File: src/rtl/alert_limit_monitor.sv
module alert_limit_monitor #(
  parameter int W = 16
) (
  input  logic         clk,
  input  logic         rst_n,
  input  logic [W-1:0] shunt_val,
  input  logic         shunt_done,
  input  logic [W-1:0] bus_val,
  input  logic         bus_done,
  input  logic [W-1:0] power_val,
  input  logic         reg_addr,
  input  logic         reg_wr,
  input  logic         reg_rd,
  input  logic [W-1:0] reg_wdata,
  output logic [W-1:0] reg_rdata,
  input  logic         cfg_wr,
  output logic         alert_pull_low
);
  localparam int NEN = 6;
  localparam int EN_LO = W - NEN;

  typedef enum logic [2:0] {F_NONE, F_SOV, F_SUN, F_BOV, F_BUN, F_POV} fsel_t;

  logic [NEN-1:0] en_q;
  logic           pol_q, latch_q;
  logic [W-1:0]   limit_q;
  logic           flag_q, ready_q;
  fsel_t          fsel;
  logic           trip, eval, clr, mask_wr;

  // en_q[5]=shunt over ... en_q[1]=power over, en_q[0]=ready enable
  always_comb begin
    fsel = F_NONE;
    if      (en_q[5]) fsel = F_SOV;
    else if (en_q[4]) fsel = F_SUN;
    else if (en_q[3]) fsel = F_BOV;
    else if (en_q[2]) fsel = F_BUN;
    else if (en_q[1]) fsel = F_POV;
  end

  always_comb begin
    trip = 1'b0;
    eval = 1'b0;
    unique case (fsel)
      F_SOV: begin eval = shunt_done; trip = $signed(shunt_val) > $signed(limit_q); end
      F_SUN: begin eval = shunt_done; trip = $signed(shunt_val) < $signed(limit_q); end
      F_BOV: begin eval = bus_done;   trip = bus_val > limit_q; end
      F_BUN: begin eval = bus_done;   trip = bus_val < limit_q; end
      F_POV: begin eval = bus_done;   trip = power_val > limit_q; end
      default: ;
    endcase
  end

  assign clr     = (reg_rd && !reg_addr) || cfg_wr;
  assign mask_wr = reg_wr && !reg_addr;

  always_ff @(posedge clk or negedge rst_n) begin
    if (!rst_n) begin
      en_q    <= '0;
      pol_q   <= 1'b0;
      latch_q <= 1'b0;
      limit_q <= '0;
    end else if (reg_wr) begin
      if (mask_wr) begin
        en_q    <= reg_wdata[W-1:EN_LO];
        pol_q   <= reg_wdata[1];
        latch_q <= reg_wdata[0];
      end else begin
        limit_q <= reg_wdata;
      end
    end
  end

  always_ff @(posedge clk or negedge rst_n) begin
    if (!rst_n) begin
      flag_q  <= 1'b0;
      ready_q <= 1'b0;
    end else begin
      if (eval)     flag_q <= latch_q ? ((flag_q && !clr) || trip) : trip;
      else if (clr) flag_q <= 1'b0;
      if (bus_done) ready_q <= 1'b1;
      else if (clr) ready_q <= 1'b0;
    end
  end

  assign reg_rdata = reg_addr ? limit_q
                   : {en_q, {(EN_LO-5){1'b0}}, flag_q, ready_q, 1'b0, pol_q, latch_q};

  assign alert_pull_low = (flag_q || (en_q[0] && ready_q)) ^ pol_q;

  AST_READY_SETS: assert property (@(posedge clk) disable iff (!rst_n)
    bus_done |=> ready_q);
  AST_CLEAR_WORKS: assert property (@(posedge clk) disable iff (!rst_n)
    (clr && !eval) |=> !flag_q);
  AST_LATCH_HOLDS: assert property (@(posedge clk) disable iff (!rst_n)
    (latch_q && flag_q && !clr && !reg_wr) |=> flag_q);
  AST_IDLE_STABLE: assert property (@(posedge clk) disable iff (!rst_n)
    (!shunt_done && !bus_done && !clr) |=> $stable(flag_q));
  AST_ACTIVE_LOW_OUT: assert property (@(posedge clk) disable iff (!rst_n)
    (flag_q && !pol_q) |-> alert_pull_low);
  AST_ACTIVE_HIGH_OUT: assert property (@(posedge clk) disable iff (!rst_n)
    (flag_q && pol_q) |-> !alert_pull_low);
endmodule

File: config.mk
export PLATFORM = sky130hd
export DESIGN_NAME = alert_limit_monitor
export DESIGN_NICKNAME = d
export VERILOG_FILES = /design/src/rtl/alert_limit_monitor.sv
export SDC_FILE = /design/constraint.sdc
export NUM_CORES = 1
export LEC_CHECK = 0
export BUFFER_PORTS_ARGS = -buffer_cell sky130_fd_sc_hd__buf_4
export CORE_MARGIN = 2
export CORE_UTILIZATION = 40
export CTS_CLUSTER_SIZE = 24
export DETAILED_ROUTE_END_ITERATION = 7
export PLACE_DENSITY = 0.69
export SYNTH_ARGS = -nofsm -noshare
export SYNTH_HDL_FRONTEND = slang
export SYNTH_SLANG_ARGS = --single-unit
File: constraint.sdc
create_clock -name clk -period 2.7 [get_ports clk]
set_input_delay 0.405 -clock clk [delete_from_list [all_inputs] [get_ports clk]]
set_output_delay 0.405 -clock clk [all_outputs]
set_load 0.02 [all_outputs]
==> results of run 1 <==
[Yosys cell counts (2+ instances only)]
| master | number | area share (%) |
|---|---|---|
| sky130_fd_sc_hd__a21o_1 | 4 | 1.3 |
| sky130_fd_sc_hd__nand3_1 | 5 | 1.1 |
| sky130_fd_sc_hd__nor2b_1 | 4 | 1.1 |
| sky130_fd_sc_hd__o21ai_0 | 3 | 0.65 |
| sky130_fd_sc_hd__mux2_1 | 7 | 3.4 |
| sky130_fd_sc_hd__ha_1 | 48 | 26 |
| sky130_fd_sc_hd__nand2b_1 | 2 | 0.54 |
| sky130_fd_sc_hd__nor2_1 | 11 | 1.8 |
| sky130_fd_sc_hd__a21oi_1 | 20 | 4.3 |
| sky130_fd_sc_hd__mux2i_1 | 3 | 1.3 |
| sky130_fd_sc_hd__dfrtp_1 | 26 | 28 |
| sky130_fd_sc_hd__nand2_1 | 9 | 1.5 |
| sky130_fd_sc_hd__a211oi_1 | 3 | 0.97 |
| sky130_fd_sc_hd__o211ai_1 | 3 | 0.97 |
| sky130_fd_sc_hd__mux2_2 | 27 | 13 |
| sky130_fd_sc_hd__nand4_1 | 11 | 3.0 |
| sky130_fd_sc_hd__nor4_1 | 3 | 0.81 |
| sky130_fd_sc_hd__inv_1 | 18 | 2.9 |
[area by class of cell]
class,count,area [µm²]
inverter,19,71.32
tap,72,90.09
clock buffer,4,55.05
fill,536,2447
timing repair buffer,89,668.1
sequential,26,650.6
multi-input combinational,180,1592
[kinds of logic (layout without fill, tap and decap cells)]
family,count (synthesis),after routing
buffers and inverters,22,112
DFF,26,26
AOI/OAI and AO/OA,43,43
and+or+nand+nor,50,50
xor gates and xnor gates,1,1
adders and majority gates,48,48
muxes,38,38
[layer usage]
metal  vias to the layer above  track usage, %  routed length, µm
met5                         -               0                  0
met4                         0           3.051                 37
met3                         5           2.360                237
met2                        46           31.33               2864
met1                       941           25.98               2765
li1                       1038               -                  -
[flip-flops by register name, indices dropped and copies added, names as in the netlist]
name / flops
ready_q: 1
latch_q: 1
pol_q: 1
limit_q: 16
en_q: 6
flag_q: 1
[power by group through the flow]
stage               clock [mW]  combinational, mW  sequential, mW
finish                   0.253              0.686           0.504
global route             0.278              0.766           0.512
CTS                      0.257              0.694           0.503
detailed placement           0              0.690           0.511
global placement             0              0.673           0.506
floorplan                    0              0.440           0.490
[worst max-delay path, stage by stage, from the launching register on]
cell and delay [ps]:
sky130_fd_sc_hd__dfrtp_1 390, sky130_fd_sc_hd__inv_1 140, sky130_fd_sc_hd__ha_1 260, sky130_fd_sc_hd__nor2b_1 140, sky130_fd_sc_hd__o211ai_1 220, sky130_fd_sc_hd__a2111oi_2 100
sky130_fd_sc_hd__nor4_1 410, sky130_fd_sc_hd__mux2_4 340, sky130_fd_sc_hd__a31oi_2 120
[worst paths after layout]
kind,from,end,slack (ps)
worst min-delay path,rst_n,limit_q[10],30
worst max-delay path,limit_q[1],flag_q,520
min in group clk,bus_done,ready_q,330
worst min register to register,limit_q[6],limit_q[6],510
max in group asynchronous,rst_n,en_q[4],2400
worst max register to register,limit_q[1],flag_q,520
[metrics by stage]
stage | power (mW) | util, % | std cells | setup WS [ps]
after global placement | 1.179 | 55.11 | 386 | 504.9
after detailed placement | 1.202 | 55.11 | 386 | 460.4
after floorplan | 0.9300 | - | 228 | 803.5
after global routing | 1.556 | 56.09 | 390 | 333.9
after CTS | 1.454 | 56.09 | 390 | 489.9
final | 1.443 | 56.09 | 390 | 515.6
==> qor.yml, run 1 <==
clock_network:
  deepest_clock_path_buffer_count: 2
  post_cts.resized_instances: 0
  tritoncts.num_buffers: 3
  ctsHoldBuffers: 0
  cts_tree: "yes"
  numClockSinks: 26
  clk_latency_ps: 270
  clk_transition_reported_paths_ps: 90
  post_cts_buffers: 0
  cts.htree.levels: 1
  ctsRootBufferMaster: "sky130_fd_sc_hd__clkbuf_8"
yosys:
  yosys_register_bits: 26
  synth_edf_count: 0
  synthFlopType: "sky130_fd_sc_hd__dfrtp_1"
  synth-compound-area-share_pct: 12.16
  synthSimpleGateAreaFrac_pct: 11.67
  synth_adder_area_share_pct: 25.82
  synth.distinct_cells: 39
  net_count_after_synthesis: 348
  synth_seq_area_share_pct: 27.97
  syn_inst: 228
  synth_async_sr_flop_share_pct: 100.0
  synth_top_family_by_area: "adder cells"
  synth_xor_area_share_pct: 0.3765
  multiplexer_share_of_the_synthesized_area_pct: 18.40
  mappedNetlistArea_um2: 2326
  yosysWarningCount: 0
  synthesis.area_per_instance_um2: 10.20
die:
  dieArea_um2: 6441
  ioPinCount: 89
  floorplan.rows: 27
  die_x_um: 80.26
  core_region_area_um2: 5574
  initial_utilization_pct: 41.73
  die_height_um: 80.26
worst_setup_path:
  worstPathMaxFanout: 3
  setup.worst_path.start_class: "flip-flop"
  rr_worst_depth: 8
  critPathKind: "flip-flop to flip-flop"
  arrival_ps: 2380
  setup.worst_path.end_class: "flip-flop"
  critPathRequiredTime_ps: 2900
drt:
  dr_total_vias: 2030
  routed_wl_mm: 5.904
  drt_pre_antenna_iters: 4
  viasPerCell: 5.205
  route.detailed.drc: 0
  detailed_route_wire_length_per_cell_um: 15.14
  drtIter0Drc: 70
  count_of_nets_left_with_antenna_violations_after_detail_routing: 0
status:
  run_status: "complete, no violations"
global_route:
  overflow: 0
  first_global_vias: 1989
  global_route.usage.total_pct: 18.64
  grt_first_pass_wirelength_mm: 9.315
  grt_antenna_before_repair: 0
  grt_start_max_net_pins: 27
layout:
  layout_common_cells: "89 x sky130_fd_sc_hd__buf_4, 48 x sky130_fd_sc_hd__ha_1, 27 x sky130_fd_sc_hd__mux2_2"
  final_common_cell: "sky130_fd_sc_hd__buf_4"
  layout_cell_share_with_drive_strength_beyond_1_pct: 39.62
  syn2layout_area_growth_pct: 34.43
  finish.net_count: 439
  finalInstanceArea_um2: 3127
  insertedDiodeCount: 0
power_and_ir_drop:
  power-per-cell-area_nw_per_um2: 461.6
  clkPwrFrac_pct: 17.6
  swShare_pct: 36.16
  switchingPower_mw: 0.5219
  static-leakage-power_nw: 1.567
  power_frac_seq_pct: 34.9
  p_comb_share_pct: 47.5
  vdd_ir_drop_max_mv: 0.4216
  internal_power_mw: 0.9214
timing:
  relSlewSlack_pct: 53.84
  report.final.setup_viol: 0
  final-max-slew-violation-count: 0
  hold_slack_ps: 33.84
  totalNegativeSetupSlack_ps: 0
  worst-slew-pin-transition_ps: 690.7
  fmaxAchievable_mhz: 457.8
  rsz0062_at_grt: "false"
  final_min_period_over_clock_period_pct: 80.91
  finalHoldViolations: 0
  period_needed_ps: 2184
  fin_worst_skew_ps: 2.258
place:
  hpwl_mm: 5.088
  buffer_ports.inserted: 88
  place.gp.congestion: 0.8555
  dpl_cell_area_um2: 3072
min_path:
  worstHoldPathType: "primary input to async pin"
flow_run:
  cap_violations: 0
Note: power is estimated with default switching activity, not from simulation.
==> run 2, diff against run 1 <==
- ABC_AREA: not set -> 1
- PLACE_DENSITY: 0.69 -> 0.71
- clock period: 2.7 -> 2 ns (I/O delays scaled with it)
==> run 2 against run 1 <==
Against the previous run: synthesized area increased by 5.2%; maximum frequency up 24%; register-to-register slack lost 280 ps; largest power group unchanged.
==> qor.yml, run 2 <==
status:
  run_status: "complete, no violations"
timing:
  fin_worst_skew_ps: 4.340  # +2.082 ps
  final_min_period_over_clock_period_pct: 88.11  # +7.2 points
  final-max-slew-violation-count: 0  # unchanged
  worst-slew-pin-transition_ps: 432.8  # -257.8 ps
  finalHoldViolations: 0  # unchanged
  fmaxAchievable_mhz: 567.5  # +24%
  relSlewSlack_pct: 71.07  # +17 points
  report.final.setup_viol: 0  # unchanged
  totalNegativeSetupSlack_ps: 0  # unchanged
  period_needed_ps: 1762  # -422.3 ps
  rsz0062_at_grt: "false"
die:
  initial_utilization_pct: 41.31  # -0.41 points
  floorplan.rows: 28  # +3.7%
  dieArea_um2: 6757  # +4.9%
  die_height_um: 82.20  # +2.4%
  die_x_um: 82.20  # +2.4%
  core_region_area_um2: 5921  # +6.2%
  ioPinCount: 89  # unchanged
place:
  placedCellCount: 507  # +31%
  hpwl_mm: 5.282  # +3.8%
  place.gp.congestion: 0.8111  # -5.2%
  dpl_cell_area_um2: 3186  # +3.7%
  buffer_ports.inserted: 88  # unchanged
power_and_ir_drop:
  vdd_ir_drop_max_mv: 0.4006  # -5.0%
  clkPwrFrac_pct: 22.9  # +5.3 points
  p_total_mw: 1.965  # +36%
  p_comb_share_pct: 44.3  # -3.2 points
  internal_power_mw: 1.246  # +35%
  swShare_pct: 36.62  # +0.46 points
  power_frac_seq_pct: 32.7  # -2.2 points
  switchingPower_mw: 0.7197  # +38%
  power-per-cell-area_nw_per_um2: 601.6  # +30%
  static-leakage-power_nw: 1.883  # +20%
yosys:
  yosysTopAreaCellShare_pct: 26.60  # -1.4 points
  net_count_after_synthesis: 469  # +35%
  synth_top_cell_by_area: "sky130_fd_sc_hd__dfrtp_1"
  synthesis.area_per_instance_um2: 7.009  # -31%
  ys_top_cells_by_count: "93 x sky130_fd_sc_hd__nand2_1, 52 x sky130_fd_sc_hd__inv_1, 48 x sky130_fd_sc_hd__ha_1, 31 x sky130_fd_sc_hd__a21oi_1, 29 x sky130_fd_sc_hd__o21ai_0"
  synthFlopType: "sky130_fd_sc_hd__dfrtp_1"
  yosys_register_bits: 26  # unchanged
  synth_async_sr_flop_share_pct: 100.0  # unchanged
  synthTopCellsByArea: "sky130_fd_sc_hd__dfrtp_1 27%, sky130_fd_sc_hd__ha_1 25%, sky130_fd_sc_hd__nand2_1 14%, sky130_fd_sc_hd__inv_1 8.0%, sky130_fd_sc_hd__a21oi_1 6.3%"
  synth_edf_count: 0  # unchanged
  synth.most_common_cell: "sky130_fd_sc_hd__nand2_1"
  synth_seq_area_share_pct: 26.60  # -1.4 points
  yosysWarningCount: 0  # unchanged
  syn_inst: 349  # +53%
  synth.distinct_cells: 23  # -41%
  mappedNetlistArea_um2: 2446  # +5.2%
global_route:
  overflow: 0  # unchanged
  grt_start_max_net_pins: 33  # +22%
  grt_first_pass_wirelength_mm: 10.27  # +10%
  global_route.usage.total_pct: 19.38  # +0.74 points
  grt_antenna_before_repair: 0  # unchanged
  first_global_vias: 2343  # +18%
layout:
  layout.cells.non_filler: 512  # +31%
  largest_reg_flops: 16  # unchanged
  layout.filler_cells: 606  # +13%
  syn2layout_area_growth_pct: 33.55
  layout_cell_share_with_drive_strength_beyond_1_pct: 24.26  # -15 points
  insertedDiodeCount: 0  # unchanged
  multi_input_comb_area_um2: 1559  # -2.0%
  finish.net_count: 558  # +27%
  finalInstanceArea_um2: 3267  # +4.5%
  layout_common_cells: "93 x sky130_fd_sc_hd__nand2_1, 89 x sky130_fd_sc_hd__buf_4, 52 x sky130_fd_sc_hd__inv_1"
  final_core_utilization_pct: 55.18  # -0.92 points
  top_regs: "limit_q x16, en_q x6"
  layout.area.seq_um2: 650.6  # unchanged
  final_common_cell: "sky130_fd_sc_hd__nand2_1"
  top_register: "limit_q"
worst_setup_path:
  worstPathMaxFanout: 3  # unchanged
  critPathRequiredTime_ps: 2180  # -720 ps
  setup.worst_path.start_class: "flip-flop"
  crit_top_cell: "sky130_fd_sc_hd__nand3_1"
  worstPathCellList: "inv_1 > ha_1 > a21oi_1 > o21ai_0 > a21oi_2 > nand3_1 > nand3_1 > nand3_1 > nand2_1 > nand2_1"
  cp_slowest_stage_delay_ps: 420  # about the same
  critPathKind: "flip-flop to flip-flop"
  arrival_ps: 1940  # -440 ps
  rr_worst_depth: 10  # +2
  slowest_stage: "sky130_fd_sc_hd__dfrtp_1"
  setup.worst_path.end_class: "flip-flop"
flow_run:
  cap_violations: 0  # unchanged
clock_network:
  ctsHoldBuffers: 1  # +1
  post_cts.resized_instances: 0  # unchanged
  post_cts_buffers: 0  # unchanged
  clk_transition_reported_paths_ps: 100  # about the same
  cts.htree.levels: 1  # unchanged
  numClockSinks: 26  # unchanged
  tritoncts.num_buffers: 3  # unchanged
  ctsRootBufferMaster: "sky130_fd_sc_hd__clkbuf_8"
  deepest_clock_path_buffer_count: 2  # unchanged
  cts_tree: "yes"
  clk_latency_ps: 280  # about the same
drt:
  dr_total_vias: 2458  # +21%
  detailed_route_wire_length_per_cell_um: 12.13  # -20%
  viasPerCell: 4.801  # -7.8%
  count_of_nets_left_with_antenna_violations_after_detail_routing: 0  # unchanged
  drtIter0Drc: 101  # +44%
  routed_wl_mm: 6.213  # +5.2%
  route.detailed.drc: 0  # unchanged
  drt_pre_antenna_iters: 4  # unchanged
min_path:
  holdPathStages: 2
  worstHoldPathType: "primary input to flip-flop"
==> run 2: cell count changes in the layout (fill, tap and decap cells not counted), moves of 11 or more <==
cell	change
sky130_fd_sc_hd__nand2_1	+84
sky130_fd_sc_hd__nor2_1	+15
sky130_fd_sc_hd__o21ai_0	+26
sky130_fd_sc_hd__a21oi_1	+11
sky130_fd_sc_hd__mux2_2	-27
sky130_fd_sc_hd__inv_1	+34
==> run 2: cell type report <==
cell class	instances	share of cell area, %
clock inverters	1	0.9192
multi-input cells	260	47.72
repair buffers	90	20.76
well taps	75	2.872
inverters	57	6.549
clock buffers	3	1.264
flip-flops and latches	26	19.92
==> run 2: per-stage QoR <==
stage	hold WS [ps]	setup slack, ps
2_1_floorplan	4.409	457.4
3_5_place_dp	234.9	247.4
4_1_cts	226.8	232.3
5_1_grt	224.9	24.14
3_3_place_gp	227.5	296.4
6_report	229.4	237.9
==> run 2: critical path, delay by kind of cell (launching register included) <==
family                     cells  cell delay (ps)
AOI/OAI and AO/OA              3              480
DFF                            1              420
and+or+nand+nor                5              370
adders and majority gates      1              260
buffers and inverters          1              130
==> run 2: final timing paths <==
path | start | end | slack [ps]
min in group asynchronous | rst_n | limit_q[7] | 460
max in group asynchronous | rst_n | limit_q[12] | 1270
worst max-delay path | limit_q[11] | flag_q | 240
worst min register to register | limit_q[1] | limit_q[1] | 490
worst min-delay path | bus_done | ready_q | 230
worst max register to register | limit_q[11] | flag_q | 240
==> run 2: routing by layer <==
layer	global-route usage [%]	share of wire (%)	up-vias
li1	-	-	1307
met1	25.17	46	1092
met2	35.00	49	57
met3	3.152	4.8	2
met4	1.500	0.21	0
met5	0	0	-
==> run 2: logic make-up (layout without fill, tap and decap cells) <==
family                     count (synthesis)  after routing  share of synthesized area (%)
adders and majority gates                 48             48                          24.55
buffers and inverters                     63            151                          9.667
and+or+nand+nor                          141            141                          23.58
xor gates and xnor gates                   1              1                         0.3581
AOI/OAI and AO/OA                         70             70                          15.24
DFF                                       26             26                          26.60
==> run 2: power by group through the flow <==
stage / Sequential [mW] / Clock, mW / Combinational, mW
after global routing: 0.654 / 0.477 / 1.01
after floorplan: 0.639 / 0 / 0.559
final: 0.643 / 0.451 / 0.871
after detailed placement: 0.652 / 0 / 0.880
after CTS: 0.642 / 0.461 / 0.885
after global placement: 0.650 / 0 / 0.853
==> run 3, diff against run 2 <==
--- a/config.mk
+++ b/config.mk
@@ -9,7 +9,8 @@
 export BUFFER_PORTS_ARGS = -buffer_cell sky130_fd_sc_hd__buf_4
+export CORE_ASPECT_RATIO = 1.2
 export CORE_MARGIN = 2
-export CORE_UTILIZATION = 40
+export CORE_UTILIZATION = 46
 export CTS_CLUSTER_SIZE = 24
 export DETAILED_ROUTE_END_ITERATION = 7
-export PLACE_DENSITY = 0.71
+export PLACE_DENSITY = 0.8
 export SYNTH_ARGS = -nofsm -noshare
==> constraint.sdc (replaced) <==
create_clock -name clk -period 2 [get_ports clk]
set_input_delay 0.2 -clock clk [delete_from_list [all_inputs] [get_ports clk]]
set_output_delay 0.2 -clock clk [all_outputs]
set_load 0.02 [all_outputs]
==> run 3 against run 2 <==
Against the previous run: sequential power is essentially flat; final area decreased by 0.50%; clock power hardly changed; wire length increased by 2.1%; worst setup slack got worse by 160 ps; highest routed layer unchanged; clock skew is 2.4 ps lower; largest cell class unchanged; critical path type unchanged; maximum frequency decreased by 8.5%; power rose by 0.65%; via count hardly changed; first-iteration DRC count decreased by 27%; final cell count fell by 2.5%.
==> qor.yml, run 3 (synthesis gave the netlist of run 2 again) <==
status:
  run_status: "complete, no violations"
drt:
  dr_total_vias: 2457  # -0.041%
  route.detailed.drc: 0  # unchanged
  detailed_route_wire_length_per_cell_um: 12.72  # +4.8%
  count_of_nets_left_with_antenna_violations_after_detail_routing: 0  # unchanged
  viasPerCell: 4.924  # +2.6%
  routed_wl_mm: 6.345  # +2.1%
  drtIter0Drc: 74  # -27%
  drt_pre_antenna_iters: 4  # unchanged
die:
  die_height_um: 83.88  # +2.0%
  core_region_area_um2: 5225  # -12%
  dieArea_um2: 5919  # -12%
  initial_utilization_pct: 46.82  # +5.5 points
  ioPinCount: 89  # unchanged
  floorplan.rows: 29  # +3.6%
  die_x_um: 70.57  # -14%
timing:
  report.final.setup_viol: 0  # unchanged
  fin_worst_skew_ps: 1.896  # -2.444 ps
  final-max-slew-violation-count: 0  # unchanged
  finalHoldViolations: 0  # unchanged
  worst-slew-pin-transition_ps: 437.1  # +4.248 ps
  relSlewSlack_pct: 70.79  # -0.28 points
  rsz0062_at_grt: "false"
  totalNegativeSetupSlack_ps: 0  # unchanged
  final_min_period_over_clock_period_pct: 96.24  # +8.1 points
  period_needed_ps: 1925  # +162.6 ps
  fmaxAchievable_mhz: 519.5  # -8.5%
worst_setup_path:
  worstPathCellList: "inv_1 > ha_1 > a21oi_1 > o21ai_1 > a21oi_2 > nand3_1 > nand3_1 > nand3_1 > nand2_1 > nand2_1"
  rr_worst_depth: 10  # unchanged
  critical_path.top_delay_family: "compound AO/OA/AOI/OAI gates"
  critical_path.reg2reg.startpoint: "limit_q[15]"
  cp_slowest_stage_delay_ps: 410  # about the same
  critPathRequiredTime_ps: 2180  # about the same
  slowest_stage: "sky130_fd_sc_hd__dfrtp_1"
  setup.worst_path.end_class: "flip-flop"
  arrival_ps: 2100  # +160 ps
  worstPathMaxFanout: 5  # +2
  setup.worst_path.start_class: "flip-flop"
  crit_buf_inv: 1  # unchanged
  critical_path.reg2reg.endpoint: "flag_q"
  rrSetupSlack_ps: 80  # -160 ps
  crit_top_cell: "sky130_fd_sc_hd__nand3_1"
  critPathKind: "flip-flop to flip-flop"
global_route:
  grt_start_max_net_pins: 33  # unchanged
  grt_first_pass_wirelength_mm: 10.71  # +4.2%
  first_global_vias: 2536  # +8.2%
  grt_antenna_before_repair: 0  # unchanged
  overflow: 0  # unchanged
  global_route.usage.total_pct: 22.11  # +2.7 points
layout:
  final_common_cell: "sky130_fd_sc_hd__nand2_1"
  layout_common_cells: "93 x sky130_fd_sc_hd__nand2_1, 89 x sky130_fd_sc_hd__buf_4, 52 x sky130_fd_sc_hd__inv_1"
  insertedDiodeCount: 0  # unchanged
  layout_cell_share_with_drive_strength_beyond_1_pct: 24.26  # unchanged
  syn2layout_area_growth_pct: 32.89
  finish.net_count: 558  # unchanged
  top_register: "limit_q"
  top_regs: "limit_q x16, en_q x6"
  largest_reg_flops: 16  # unchanged
  layout.cells.non_filler: 499  # -2.5%
place:
  placedCellCount: 494  # -2.6%
  hpwl_mm: 5.225  # -1.1%
  place.gp.congestion: 0.8342  # +2.8%
  buffer_ports.inserted: 88  # unchanged
clock_network:
  post_cts_buffers: 0  # unchanged
  deepest_clock_path_buffer_count: 2  # unchanged
  tritoncts.num_buffers: 3  # unchanged
  cts_tree: "yes"
  clk_transition_reported_paths_ps: 100  # about the same
  ctsRootBufferMaster: "sky130_fd_sc_hd__clkbuf_8"
  numClockSinks: 26  # unchanged
  cts.htree.levels: 1  # unchanged
  clk_latency_ps: 280  # about the same
power_and_ir_drop:
  vdd_ir_drop_max_mv: 0.3265  # -18%
  power-per-cell-area_nw_per_um2: 608.5  # +1.2%
  static-leakage-power_nw: 1.883  # unchanged
flow_run:
  cap_violations: 0  # unchanged
min_path:
  holdPathEnd: "ready_q"
  worstHoldPathType: "primary input to flip-flop"
  hold_path.startpoint: "bus_done"
  holdPathStages: 2  # unchanged
==> run 3: cell counts in the layout (fill, tap and decap cells not counted) <==
Identical to the previous run, type by type.
==> run 3: per-layer routing <==
layer,wire length [µm],global-route usage (%)
met5,0,0
met4,131,6.175
met3,306,3.261
met2,3328,41.85
met1,2579,25.34
==> run 3: layout make-up <==
class,instances,area [µm²]
clock inverters,1,30.03
repair buffers,90,678.2
clock buffers,3,41.29
well taps,62,77.57
inverters,57,214.0
flip-flops and latches,26,650.6
fillers,512,1974
multi-input cells,260,1559
==> run 3: per-stage QoR <==
| stage | power, mW | util, % | worst slack, ps | instance area, µm² | hold WS [ps] |
|---|---|---|---|---|---|
| finish | 1.978 | 62.21 | 75.23 | 3251 | 134.0 |
| global route | 2.135 | 62.21 | 9.596 | 3251 | 141.3 |
| CTS | 1.983 | 62.21 | 164.1 | 3251 | 135.5 |
| detailed placement | 1.532 | 60.66 | 220.4 | 3169 | 125.3 |
| global placement | 1.494 | 60.66 | 307.0 | 3169 | 125.3 |
| floorplan | 1.198 | - | 457.4 | 2446 | -95.59 |
==> run 3: what timing repair did <==
item | CTS | global route
resized for setup | 0 | 0
hold buffers | 1 | 0
endpoints found under the hold margin | 26 | 0
==> run 3: worst max path at each step <==
stage | startpoint | slack, ps | cells after the start | to
2_1_floorplan | limit_q[15] | 460 | 10 | flag_q
3_3_place_gp | limit_q[15] | 310 | 10 | flag_q
3_5_place_dp | limit_q[15] | 220 | 10 | flag_q
4_1_cts | limit_q[15] | 160 | 10 | flag_q
5_1_grt | limit_q[15] | 10 | 13 | flag_q
6_report | limit_q[15] | 80 | 10 | flag_q
==> run 3: power breakdown <==
part | internal [mW] | switching, mW
clock | 0.268 | 0.182
sequential | 0.593 | 0.0510
combinational | 0.386 | 0.498
==> run 3: worst register-to-register path: stages (launching register included) <==
cell,delay (ps)
sky130_fd_sc_hd__dfrtp_1,410
sky130_fd_sc_hd__inv_1,100
sky130_fd_sc_hd__ha_1,360
sky130_fd_sc_hd__a21oi_1,200
sky130_fd_sc_hd__o21ai_1,110
sky130_fd_sc_hd__a21oi_2,190
sky130_fd_sc_hd__nand3_1,150
sky130_fd_sc_hd__nand3_1,130
sky130_fd_sc_hd__nand3_1,80
sky130_fd_sc_hd__nand2_1,60
sky130_fd_sc_hd__nand2_1,40
